## src/rtl/uart_tx_pkg.sv

```systemverilog
package uart_tx_pkg;
  localparam int MAX_BITS = 8;
  localparam int CNT_W    = $clog2(MAX_BITS + 1);

  typedef enum logic [2:0] {
    ST_IDLE,
    ST_START,
    ST_DATA,
    ST_PARITY,
    ST_STOP
  } tx_state_e;

  function automatic logic [CNT_W-1:0] code_to_bits(input logic [1:0] code);
    return CNT_W'(5) + CNT_W'(code);
  endfunction

  function automatic logic [MAX_BITS-1:0] bits_mask(input logic [CNT_W-1:0] nbits);
    return {MAX_BITS{1'b1}} >> (CNT_W'(MAX_BITS) - nbits);
  endfunction
endpackage

```

## src/rtl/uart_tx_baud.sv

```systemverilog
module uart_tx_baud #(
  parameter int DIV_W = 16
) (
  input  logic             clk_i,
  input  logic             rst_ni,
  input  logic             restart_i,
  input  logic             run_i,
  input  logic [DIV_W-1:0] div_i,
  output logic             bit_end_o
);
  logic [DIV_W-1:0] cnt_q;

  always_ff @(posedge clk_i or negedge rst_ni) begin
    if (!rst_ni)           cnt_q <= '0;
    else if (restart_i)    cnt_q <= '0;
    else if (run_i) begin
      if (cnt_q == div_i)  cnt_q <= '0;
      else                 cnt_q <= cnt_q + 1'b1;
    end
  end

  assign bit_end_o = run_i && (cnt_q == div_i);
endmodule

```

## src/rtl/uart_tx_frame.sv

```systemverilog
module uart_tx_frame
  import uart_tx_pkg::*;
(
  input  logic                clk_i,
  input  logic                rst_ni,
  input  logic                start_i,
  input  logic [MAX_BITS-1:0] data_i,
  input  logic [1:0]          len_code_i,
  input  logic                parity_en_i,
  input  logic                two_stop_i,
  input  logic                bit_end_i,
  output logic                busy_o,
  output logic                tx_o
);
  tx_state_e           state_q;
  logic [MAX_BITS-1:0] shift_q;
  logic [CNT_W-1:0]    nbits_q;
  logic [CNT_W-1:0]    idx_q;
  logic                par_en_q, two_q, par_q, stop2_q;
  logic [CNT_W-1:0]    nbits_in;
  logic [MAX_BITS-1:0] masked;

  assign nbits_in = code_to_bits(len_code_i);
  assign masked   = data_i & bits_mask(nbits_in);

  always_ff @(posedge clk_i or negedge rst_ni) begin
    if (!rst_ni) begin
      state_q  <= ST_IDLE;
      shift_q  <= '0;
      nbits_q  <= '0;
      idx_q    <= '0;
      par_en_q <= 1'b0;
      two_q    <= 1'b0;
      par_q    <= 1'b0;
      stop2_q  <= 1'b0;
    end else begin
      unique case (state_q)
        ST_IDLE: if (start_i) begin
          state_q  <= ST_START;
          shift_q  <= masked;
          nbits_q  <= nbits_in;
          par_en_q <= parity_en_i;
          two_q    <= two_stop_i;
          par_q    <= ^masked;
        end
        ST_START: if (bit_end_i) begin
          state_q <= ST_DATA;
          idx_q   <= '0;
        end
        ST_DATA: if (bit_end_i) begin
          shift_q <= shift_q >> 1;
          if (idx_q == nbits_q - 1'b1) begin
            state_q <= par_en_q ? ST_PARITY : ST_STOP;
            stop2_q <= 1'b0;
          end else begin
            idx_q <= idx_q + 1'b1;
          end
        end
        ST_PARITY: if (bit_end_i) begin
          state_q <= ST_STOP;
          stop2_q <= 1'b0;
        end
        ST_STOP: if (bit_end_i) begin
          if (two_q && !stop2_q) stop2_q <= 1'b1;
          else                   state_q <= ST_IDLE;
        end
        default: state_q <= ST_IDLE;
      endcase
    end
  end

  assign busy_o = (state_q != ST_IDLE);

  always_comb begin
    unique case (state_q)
      ST_START:  tx_o = 1'b0;
      ST_DATA:   tx_o = shift_q[0];
      ST_PARITY: tx_o = par_q;
      default:   tx_o = 1'b1;
    endcase
  end
endmodule

```

## src/rtl/uart_frame_tx.sv

```systemverilog
module uart_frame_tx
  import uart_tx_pkg::*;
#(
  parameter int DIV_W = 16
) (
  input  logic                clk_i,
  input  logic                rst_ni,
  input  logic                enable_i,
  input  logic [DIV_W-1:0]    div_i,
  input  logic [1:0]          len_code_i,
  input  logic                two_stop_i,
  input  logic                parity_en_i,
  input  logic [MAX_BITS-1:0] data_i,
  input  logic                valid_i,
  output logic                ready_o,
  output logic                tx_o,
  output logic                busy_o
);
  logic             accept, bit_end, busy;
  logic [DIV_W-1:0] div_q;

  assign ready_o = enable_i && !busy;
  assign accept  = valid_i && ready_o;
  assign busy_o  = busy;

  always_ff @(posedge clk_i or negedge rst_ni) begin
    if (!rst_ni)     div_q <= '0;
    else if (accept) div_q <= div_i;
  end

  uart_tx_baud #(.DIV_W(DIV_W)) u_baud (
    .clk_i    (clk_i),
    .rst_ni   (rst_ni),
    .restart_i(accept),
    .run_i    (busy),
    .div_i    (div_q),
    .bit_end_o(bit_end)
  );

  uart_tx_frame u_frame (
    .clk_i      (clk_i),
    .rst_ni     (rst_ni),
    .start_i    (accept),
    .data_i     (data_i),
    .len_code_i (len_code_i),
    .parity_en_i(parity_en_i),
    .two_stop_i (two_stop_i),
    .bit_end_i  (bit_end),
    .busy_o     (busy),
    .tx_o       (tx_o)
  );
endmodule

```

## config.mk

```make
export PLATFORM = sky130hd
export DESIGN_NAME = uart_frame_tx
export DESIGN_NICKNAME = d
export VERILOG_FILES = /design/src/rtl/uart_tx_pkg.sv /design/src/rtl/uart_tx_baud.sv /design/src/rtl/uart_tx_frame.sv /design/src/rtl/uart_frame_tx.sv
export SDC_FILE = /design/constraint.sdc
export NUM_CORES = 1
export LEC_CHECK = 0
export BUFFER_PORTS_ARGS = -buffer_cell sky130_fd_sc_hd__buf_2
export CORE_UTILIZATION = 58
export DETAILED_ROUTE_END_ITERATION = 12
export GPL_ROUTABILITY_DRIVEN = 0
export PLACE_DENSITY = 0.89
export SYNTH_ARGS = -nofsm -noshare
export SYNTH_HDL_FRONTEND = slang
export SYNTH_SLANG_ARGS = --single-unit
```

## constraint.sdc

```tcl
create_clock -name clk_i -period 2.6 [get_ports clk_i]
set_input_delay 0.26 -clock clk_i [delete_from_list [all_inputs] [get_ports clk_i]]
set_output_delay 0.26 -clock clk_i [all_outputs]
set_load 0.005 [all_outputs]
```

==> run_results.csv <==
group,metric,value,unit
status,outcome,"finished clean",
routing,drtIter0Drc,264,
final_layout,nFillCells,366,
power,worst_ir_drop_vdd,415.0,uV
clock_network,post-cts-setup-buffers,0,
worst_setup_path,crit_type,"reg -> reg",
die,fp.dieW,72.73,um
die,die_y,72.73,um
grt,grt_pass1_vias,2210,
clock_network,cts.clk_slew.worst_paths,0.10,ns
grt,gr-usage-all-layers,0.2709,
routing,antenna_left,0,
yosys,yosysSeqAreaShare,0.4743,
yosys,synth_top_area_cell,"dfrtp_1",
yosys,post-synth-top-count-cell,"nand2_1",
run,cap_violations,0,
power,power.net_switching,0.0003490,W
power,p_per_area,468.3,nW/um2
clock_network,cts_buffers,5,
routing,vias,2347,
yosys,async_flop_share,1.000,
power,switching_share,0.2279,
clock_network,clkSinkCount,55,
clock_network,cts.path.max_buffers,2,
grt,grt_start_max_net_pins,56,
die,ios,35,
yosys,synth_top_area_frac,0.4743,
yosys,synthTopCellsByCount,"86 x nand2_1, 55 x dfrtp_1, 29 x xnor2_1, 22 x nor2_1, 22 x o21ai_0",
worst_setup_path,crit_fanout,8,
final_layout,area_growth,12.72,%
min_path,hold_class,"in -> async",
grt,grt_pass1_wl,10600,um
worst_setup_path,cpLargestDelayFamily,"compound AO/OA/AOI/OAI gates",
final_layout,layout.nets,397,
power,power.total,0.001532,W
yosys,synth_seq_cells,55,
clock_network,cts_root_buf,"clkbuf_8",
clock_network,cts_resized,0,
die,core,4755,um2
timing,rsz0062_at_grt,"false",
timing,slew-limit-headroom,0.3990,
placement,port_buffers,34,
power,clock_power_share,0.382,
worst_setup_path,startpoint_type,"flip-flop",
yosys,synth_area,2902,um2
clock_network,htreeDepth,2,
worst_setup_path,cp.required,2.79,ns
placement,dp_cells,418,
routing,avgRoutedWirePerCell,14.90,um
final_layout,diodes,0,
power,p_seq_frac,0.561,
yosys,synth_area_leaders,"dfrtp_1 47%, nand2_1 11%, xnor2_1 8.8%",
worst_setup_path,cp-end-kind,"flip-flop",
routing,drt-total-wl,6349,um
grt,antenna_found_initial,0,
worst_setup_path,arrival,2.48,ns
timing,setup_tns,0,ns
yosys,yosysWarnings,0,
final_layout,fin_util,0.6879,
worst_setup_path,max_stage_delay,0.56,ns
clock_network,cts_hold_buf,0,
yosys,synth-edff-count,0,
timing,clock_skew,0.008544,ns
power,p_leak,1.574,nW
worst_setup_path,path_cells,"xnor2_1 > nand4_1 > nor4_4 > o211ai_2 > o41ai_1",
timing,fmax,438.0,MHz
clock_network,worstSkewPairLatency,0.33,ns
worst_setup_path,crit_path_top_delay_cell,"nor4_4",
yosys,synth_nets,362,
yosys,yosysUniqueCellTypes,39,
timing,post-route-min-period,2.283,ns
timing,tightest_slew,0.9016,ns
grt,gr-total-overflow,0,
clock_network,cts_tree,"yes",
yosys,avgSynthCellArea,8.983,um2
placement,post-dp-hpwl,4427,um
final_layout,final_layout_size_suffix_gt1_frac,0.1588,
timing,slew_viol_final,0,
die,die_area,5290,um2
routing,drc,0,
timing,period_share,0.8782,
final_layout,layoutNonFillerInstCount,426,
worst_setup_path,path_buf_inv,0,
timing,finalSetupViolCount,0,
timing,hold_violations,0,
die,fp-row-count,25,
yosys,ys.flop_type,"dfrtp_1",
routing,dr.pass1.iters,4,
die,start_util,0.6103,
power,p_int,0.001183,W
yosys,syn_inst,323,
power,combPwrFrac,0.057,
routing,via_per_inst,5.509,
==> state kept, by name, summed over array words and instances (netlist names) <==
register and flops:
u_frame.stop2_q 1, u_frame.two_q 1, u_baud.cnt_q 16, u_frame.par_q 1, u_frame.nbits_q 4, u_frame.idx_q 4, u_frame.par_en_q 1, u_frame.shift_q 8
u_frame.state_q 3, div_q 16
==> area by class of cell <==
cell class	instances	area [um2]	share of cell area
multi-input cells	245	1438	0.4396
flip-flops and latches	55	1376	0.4208
repair buffers	41	222.7	0.06809
well taps	67	83.83	0.02563
clock buffers	5	68.82	0.02104
clock inverters	3	43.79	0.01339
inverters	10	37.54	0.01148
==> routing by layer <==
| layer | part of all wire | global-route usage | up-vias |
|---|---|---|---|
| met5 | 0 | 0 | - |
| met4 | 0.028 | 0.1242 | 0 |
| met3 | 0.049 | 0.05939 | 18 |
| met2 | 0.48 | 0.4216 | 70 |
| met1 | 0.44 | 0.3645 | 1122 |
| li1 | - | - | 1137 |
==> cell usage in the layout, fill, tap and decap left out, drive strengths merged, types with 2 or more instances in the layout <==
master  count
nand2      86
dfrtp      55
buf        41
xnor2      29
nor2       23
o21ai      22
xor2       11
inv        10
nand3      10
a21oi       8
nor3        8
ha          7
nand4       6
mux2i       5
clkbuf      5
and3        4
and2        3
o31ai       2
a211o       2
o211ai      2
o41ai       2
nor4        2
a21o        2
clkinv      2
==> power by group through the flow <==
stage          logic (W)  registers [W]  clock network [W]
2_1_floorplan  0.0000347       0.000876                  0
4_1_cts        0.0000882       0.000859           0.000584
5_1_grt        0.0000960       0.000859           0.000614
3_5_place_dp   0.0000855       0.000876                  0
6_report       0.0000874       0.000859           0.000585
3_3_place_gp   0.0000821       0.000875                  0
==> metrics by stage <==
stage / area [um2] / worst slack [ns] / hold WS [ns]
detailed placement: 3158 / 0.3430 / 0.4278
finish: 3271 / 0.3167 / 0.04870
CTS: 3271 / 0.3269 / 0.07537
global route: 3271 / 0.04245 / 0.1074
floorplan: 2902 / 0.7054 / -0.03559
global placement: 3158 / 0.4720 / 0.4208
==> final timing paths <==
kind	start	to	slack (ns)	cells past startpoint
setup / recovery	u_baud.cnt_q[7]	u_frame.idx_q[3]	0.32	5
hold / removal	rst_ni	u_frame.shift_q[2]	0.05	2
setup reg to reg	u_baud.cnt_q[7]	u_frame.idx_q[3]	0.32	5
hold reg to reg	u_frame.shift_q[2]	u_frame.shift_q[2]	0.49	2
max in group asynchronous	rst_ni	u_frame.stop2_q	2.08	2
min in group clk_i	two_stop_i	u_frame.two_q	0.11	3
==> kinds of logic (layout without fill, tap and decap cells) <==
| logic type | after synthesis | after routing | synth area share |
|---|---|---|---|
| multiplexers | 5 | 5 | 0.01725 |
| AND/OR/NAND/NOR | 148 | 148 | 0.2273 |
| buffers and inverters | 23 | 59 | 0.03234 |
| adder cells (fa/ha/maj) | 7 | 7 | 0.03018 |
| XOR/XNOR | 40 | 40 | 0.1207 |
| flip-flops | 55 | 55 | 0.4743 |
| AO/OA/AOI/OAI | 45 | 45 | 0.09789 |
Note: power is estimated with default switching activity, not from simulation.
